[src/rtl/irq_agg_pkg.sv]
package irq_agg_pkg;

  localparam int ADDR_W = 16;
  localparam int DATA_W = 8;

  // Register offsets inside one group page.
  localparam logic [7:0] OFF_RAW  = 8'h10;
  localparam logic [7:0] OFF_MODE = 8'h11;
  localparam logic [7:0] OFF_POLH = 8'h12;
  localparam logic [7:0] OFF_POLL = 8'h13;
  localparam logic [7:0] OFF_ACK  = 8'h14;
  localparam logic [7:0] OFF_MSET = 8'h15;
  localparam logic [7:0] OFF_MCLR = 8'h16;
  localparam logic [7:0] OFF_PEND = 8'h18;

  localparam logic [ADDR_W-1:0] SUMMARY_ADDR = 16'h0550;

  function automatic logic [ADDR_W-1:0] grp_base(input int g);
    case (g)
      0:       grp_base = 16'h0900;
      1:       grp_base = 16'h2400;
      2:       grp_base = 16'hC000;
      default: grp_base = 16'hC100;
    endcase
  endfunction

endpackage

[src/rtl/irq_agg_sync.sv]
module irq_agg_sync #(
  parameter int W      = 8,
  parameter int STAGES = 2
) (
  input  logic         clk,
  input  logic         rst,
  input  logic [W-1:0] d_i,
  output logic [W-1:0] q_o
);

  logic [W-1:0] stage_q [STAGES];

  generate
    for (genvar s = 0; s < STAGES; s++) begin : g_stage
      if (s == 0) begin : g_first
        always_ff @(posedge clk) begin
          if (rst) stage_q[s] <= '0;
          else     stage_q[s] <= d_i;
        end
      end else begin : g_next
        always_ff @(posedge clk) begin
          if (rst) stage_q[s] <= '0;
          else     stage_q[s] <= stage_q[s-1];
        end
      end
    end
  endgenerate

  assign q_o = stage_q[STAGES-1];

endmodule

[src/rtl/irq_agg_detect.sv]
module irq_agg_detect #(
  parameter int W = 8
) (
  input  logic         clk,
  input  logic         rst,
  input  logic [W-1:0] lvl_i,
  input  logic [W-1:0] edge_mode_i,
  input  logic [W-1:0] pol_hi_i,
  input  logic [W-1:0] pol_lo_i,
  output logic [W-1:0] hit_o
);

  logic [W-1:0] lvl_q;
  logic [W-1:0] rise, fall, edge_hit, level_hit;

  always_ff @(posedge clk) begin
    if (rst) lvl_q <= '0;
    else     lvl_q <= lvl_i;
  end

  always_comb begin
    rise      = lvl_i & ~lvl_q;
    fall      = ~lvl_i & lvl_q;
    edge_hit  = (rise & pol_hi_i) | (fall & pol_lo_i);
    level_hit = (lvl_i & pol_hi_i) | (~lvl_i & pol_lo_i);
    hit_o     = (edge_mode_i & edge_hit) | (~edge_mode_i & level_hit);
  end

endmodule

[src/rtl/irq_agg_bank.sv]
module irq_agg_bank
  import irq_agg_pkg::*;
#(
  parameter int NS = 1
) (
  input  logic              clk,
  input  logic              rst,
  input  logic [DATA_W-1:0] lvl_i,
  input  logic              wr_i,
  input  logic [7:0]        off_i,
  input  logic [DATA_W-1:0] wdata_i,
  output logic [DATA_W-1:0] rd_data_o,
  output logic              pend_o
);

  localparam logic [DATA_W-1:0] IMPL = {DATA_W{1'b1}} >> (DATA_W - NS);

  logic [DATA_W-1:0] mode_q, polh_q, poll_q, en_q, latched_q;
  logic [DATA_W-1:0] wmask, ack_w, hit, raw;

  assign wmask = wdata_i & IMPL;
  assign raw   = lvl_i & IMPL;
  assign ack_w = (wr_i && off_i == OFF_ACK) ? wmask : '0;

  irq_agg_detect #(.W(DATA_W)) u_det (
    .clk         (clk),
    .rst         (rst),
    .lvl_i       (raw),
    .edge_mode_i (mode_q),
    .pol_hi_i    (polh_q),
    .pol_lo_i    (poll_q),
    .hit_o       (hit)
  );

  always_ff @(posedge clk) begin
    if (rst) begin
      mode_q    <= '0;
      polh_q    <= '0;
      poll_q    <= '0;
      en_q      <= '0;
      latched_q <= '0;
    end else begin
      if (wr_i) begin
        case (off_i)
          OFF_MODE: mode_q <= wmask;
          OFF_POLH: polh_q <= wmask;
          OFF_POLL: poll_q <= wmask;
          OFF_MSET: en_q   <= en_q | wmask;
          OFF_MCLR: en_q   <= en_q & ~wmask;
          default: ;
        endcase
      end
      latched_q <= (latched_q | (hit & en_q)) & ~ack_w;
    end
  end

  always_comb begin
    case (off_i)
      OFF_RAW:  rd_data_o = raw;
      OFF_MODE: rd_data_o = mode_q;
      OFF_POLH: rd_data_o = polh_q;
      OFF_POLL: rd_data_o = poll_q;
      OFF_MSET: rd_data_o = en_q;
      OFF_MCLR: rd_data_o = en_q;
      OFF_PEND: rd_data_o = latched_q;
      default:  rd_data_o = '0;
    endcase
  end

  assign pend_o = |(latched_q & en_q);


  masked_no_latch_chk: assert property (@(posedge clk) disable iff (rst)
    ((latched_q & ~$past(latched_q) & ~$past(en_q)) == '0));


  ack_clears_chk: assert property (@(posedge clk) disable iff (rst)
    (ack_w != '0) |=> ((latched_q & $past(ack_w)) == '0));


  mask_set_chk: assert property (@(posedge clk) disable iff (rst)
    (wr_i && off_i == OFF_MSET) |=> ((en_q & $past(wmask)) == $past(wmask)));


  mask_clr_chk: assert property (@(posedge clk) disable iff (rst)
    (wr_i && off_i == OFF_MCLR) |=> ((en_q & $past(wmask)) == '0));

endmodule

[src/rtl/irq_agg.sv]
module irq_agg
  import irq_agg_pkg::*;
#(
  parameter int NUM_GROUPS  = 4,
  parameter int GRP0_SRCS   = 5,
  parameter int GRPN_SRCS   = 1,
  parameter int SYNC_STAGES = 2,
  localparam int SRC_TOTAL  = GRP0_SRCS + (NUM_GROUPS - 1) * GRPN_SRCS
) (
  input  logic                 clk,
  input  logic                 rst,
  input  logic [SRC_TOTAL-1:0] src_i,
  input  logic                 wr_i,
  input  logic                 rd_i,
  input  logic [ADDR_W-1:0]    addr_i,
  input  logic [DATA_W-1:0]    wdata_i,
  output logic [DATA_W-1:0]    rdata_o,
  output logic                 irq_o
);

  logic [SRC_TOTAL-1:0]  lvl_s;
  logic [NUM_GROUPS-1:0] pend;
  logic [NUM_GROUPS-1:0] page_hit;
  logic [DATA_W-1:0]     bank_rd [NUM_GROUPS];
  logic [DATA_W-1:0]     summary;
  logic [DATA_W-1:0]     rd_next;

  irq_agg_sync #(.W(SRC_TOTAL), .STAGES(SYNC_STAGES)) u_sync (
    .clk (clk),
    .rst (rst),
    .d_i (src_i),
    .q_o (lvl_s)
  );

  generate
    for (genvar g = 0; g < NUM_GROUPS; g++) begin : g_grp
      localparam int NS = (g == 0) ? GRP0_SRCS : GRPN_SRCS;
      localparam int LO = (g == 0) ? 0 : GRP0_SRCS + (g - 1) * GRPN_SRCS;
      localparam logic [ADDR_W-1:0] BASE = grp_base(g);

      logic [DATA_W-1:0] lvl_ext;

      always_comb begin
        lvl_ext = '0;
        lvl_ext[NS-1:0] = lvl_s[LO +: NS];
      end

      assign page_hit[g] = (addr_i[ADDR_W-1:8] == BASE[ADDR_W-1:8]);

      irq_agg_bank #(.NS(NS)) u_bank (
        .clk       (clk),
        .rst       (rst),
        .lvl_i     (lvl_ext),
        .wr_i      (wr_i & page_hit[g]),
        .off_i     (addr_i[7:0]),
        .wdata_i   (wdata_i),
        .rd_data_o (bank_rd[g]),
        .pend_o    (pend[g])
      );
    end
  endgenerate

  always_comb begin
    summary = '0;
    summary[NUM_GROUPS-1:0] = pend;
    rd_next = (addr_i == SUMMARY_ADDR) ? summary : '0;
    for (int g = 0; g < NUM_GROUPS; g++) begin
      if (page_hit[g]) rd_next = rd_next | bank_rd[g];
    end
  end

  always_ff @(posedge clk) begin
    if (rst) begin
      rdata_o <= '0;
      irq_o   <= 1'b0;
    end else begin
      if (rd_i) rdata_o <= rd_next;
      irq_o <= |pend;
    end
  end


  irq_rise_pending_chk: assert property (@(posedge clk) disable iff (rst)
    $rose(irq_o) |-> $past(|pend));


  irq_fall_idle_chk: assert property (@(posedge clk) disable iff (rst)
    $fell(irq_o) |-> !$past(|pend));


  summary_read_chk: assert property (@(posedge clk) disable iff (rst)
    (rd_i && addr_i == SUMMARY_ADDR) |=> (rdata_o[NUM_GROUPS-1:0] == $past(pend)));


  rdata_hold_chk: assert property (@(posedge clk) disable iff (rst)
    !rd_i |=> $stable(rdata_o));

endmodule

[config.mk]
export PLATFORM = sky130hd
export DESIGN_NAME = irq_agg
export DESIGN_NICKNAME = d
export VERILOG_FILES = /design/src/rtl/irq_agg_pkg.sv /design/src/rtl/irq_agg_sync.sv /design/src/rtl/irq_agg_detect.sv /design/src/rtl/irq_agg_bank.sv /design/src/rtl/irq_agg.sv
export SDC_FILE = /design/constraint.sdc
export NUM_CORES = 1
export LEC_CHECK = 0
export BUFFER_PORTS_ARGS = -buffer_cell sky130_fd_sc_hd__buf_2
export CORE_MARGIN = 4
export CORE_UTILIZATION = 30
export DETAILED_ROUTE_END_ITERATION = 10
export SYNTH_ARGS = -nofsm -noshare
export SYNTH_HDL_FRONTEND = slang
export SYNTH_HIERARCHICAL = 1
export SYNTH_SLANG_ARGS = --single-unit
export TNS_END_PERCENT = 1
[constraint.sdc]
create_clock -name clk -period 5.26 [get_ports clk]
set_input_delay 0.263 -clock clk [delete_from_list [all_inputs] [get_ports clk]]
set_output_delay 0.263 -clock clk [all_outputs]
set_load 0.05 [all_outputs]
==> impl_metrics.toml <==
[cells_and_area]
fill_cells = 1422
syn2layout_area_growth_pct = 12.9
final_common_cell = "dfxtp_1"
final_cell_mix = "dfxtp_1, nand2b_1, buf_2, mux2i_1, conb_1"
multi_input_area_sq_um = 2520
nets = 518
diodes = 0
drive_above_1_share_pct = 17.7
final-seq-area_sq_um = 1460
final_core_util_pct = 34.5

[min_path]
min_path_type = "in -> reg"

[timing]
report.final.slew_viol_count = 0
fmax_ghz = 0.417
grt_setup_unrepaired = "false"
fin_setup_tns_ns = 0
holdWs_ns = 0.134
layout_min_cycle_time_ns = 2.40
setup_viol = 0
tightest_slew_ns = 0.902
slew-limit-headroom_pct = 39.3
hold_viol = 0
finalCritPeriodShare_pct = 45.6
fin_skew_ns = 0.00739

[floorplanning]
die_w_microns = 127
initial_core_util_pct = 30.6
num_rows = 43
pin_count = 45
coreArea_sq_um = 13800
fp.dieH_microns = 127
dieArea_sq_um = 16000

[drt]
drc = 0
via_per_inst = 4.98
dr.pass1.iters = 4
drt_iter0_drc = 264
wl_per_cell_microns = 14.8
via_count = 3320
drt-total-wl_microns = 9870
antenna_left = 0

[clocking]
tritoncts = "done"
htree_num_levels = 3
cts-root-buf = "clkbuf_16"
cts_resized = 0
clk_latency_ns = 0.34
numCtsBuffers = 9
cts.path.max_buffers = 2
cts_hold_buf = 0
postCtsSetupRepairBufs = 0
clock_sinks = 73
clk_pin_slew_worst_paths_ns = 0.06

[global_route]
grt_use_total_pct = 12.6
gr-total-overflow = 0
met1_usage_pct = 16.3
top_usage_layer = "met2"
grtUsageMet3_pct = 1.98
antenna_found_initial = 0
grt_util_met2_pct = 20.9
grt_first_pass_wirelength_microns = 16400
grt_max_degree = 82
grt_pass1_vias = 3252

[power]
leakagePower_nw = 1.80
vdd_drop_max_v = 0.000156
power_density_nw_per_um2 = 274

[logic_synthesis]
synth_area_sq_um = 4230
avgSynthCellArea_sq_um = 9.39
yosysWarnings = 6
synth_cells = 450

[critical_path]
cp_slowest_cell = "nor4_1"
slowest_delay_ns = 0.72
crit_chain = "buf_2 > nor4b_1 > and3_1 > and2_1 > nand3b_1 > nor4_1 > a211oi_1"
crit_buf_inv = 1
cp_num_cells = 7
timing.rr.end = "rdata_o[0]"
startpoint = "addr_i[9]"
crit_family = "simple AND/OR/NAND/NOR gates"
r2r_cells = 7
r2r_slack_ns = 3.43
cp.arrival_ns = 2.59
critPathMaxFanout = 9
r2r_start = "u_sync/stage_q[1][5]"
crit_type = "in -> reg"
end_kind = "register"
cp-start-kind = "input port"
worst_ep_required_time_ns = 5.45

[placement]
port_buffers = 41
place_congestion = 0.804
dp_hpwl_microns = 6890

[job]
drv_cap = 0

[run_status]
status = "completed"
[per-stage QoR]
step                instance area (sq um)  total power, mW  setup WS [ns]  cells
floorplan                            4300            0.660           3.25    470
global placement                     4470            0.690           2.43    651
detailed placement                   4470            0.692           2.44    651
CTS                                  4770             1.33           2.83    667
global route                         4770             1.36           2.56    667
finish                               4770             1.31           2.86    667
[worst min-delay path by stage]
| stage | start | end | slack, ns | depth (start not counted) |
|---|---|---|---|---|
| after floorplan | rst | g_grp[0].u_bank/u_det/lvl_q[0] | 0.33 | 1 |
| after global placement | u_sync/stage_q[0][3] | u_sync/stage_q[1][3] | 0.42 | 1 |
| after detailed placement | u_sync/stage_q[0][4] | u_sync/stage_q[1][4] | 0.42 | 1 |
| after CTS | src_i[3] | u_sync/stage_q[0][3] | 0.12 | 2 |
| after global routing | src_i[3] | u_sync/stage_q[0][3] | 0.13 | 2 |
| final | src_i[3] | u_sync/stage_q[0][3] | 0.13 | 2 |
[power breakdown]
group | internal [mW] | switching, mW
clock network | 0.371 | 0.255
registers | 0.563 | 0.00510
logic | 0.0406 | 0.0713
total | 0.975 | 0.331
[area by class of cell]
class                           instances  share of cell area [%]
Clock buffer                            9                    4.72
Clock inverter                          7                    1.60
Inverter                               11                   0.866
Multi-Input combinational cell        344                    52.8
Sequential cell                        73                    30.6
Tap cell                              180                    4.72
Timing Repair Buffer                   43                    4.62
[per-layer routing]
layer / routed length [microns] / up-vias
met5: 0 / -
met4: 163 / 0
met3: 382 / 10
met2: 4810 / 59
met1: 4520 / 1574
li1: - / 1677
No activity file was read; power rests on OpenSTA's default activity.
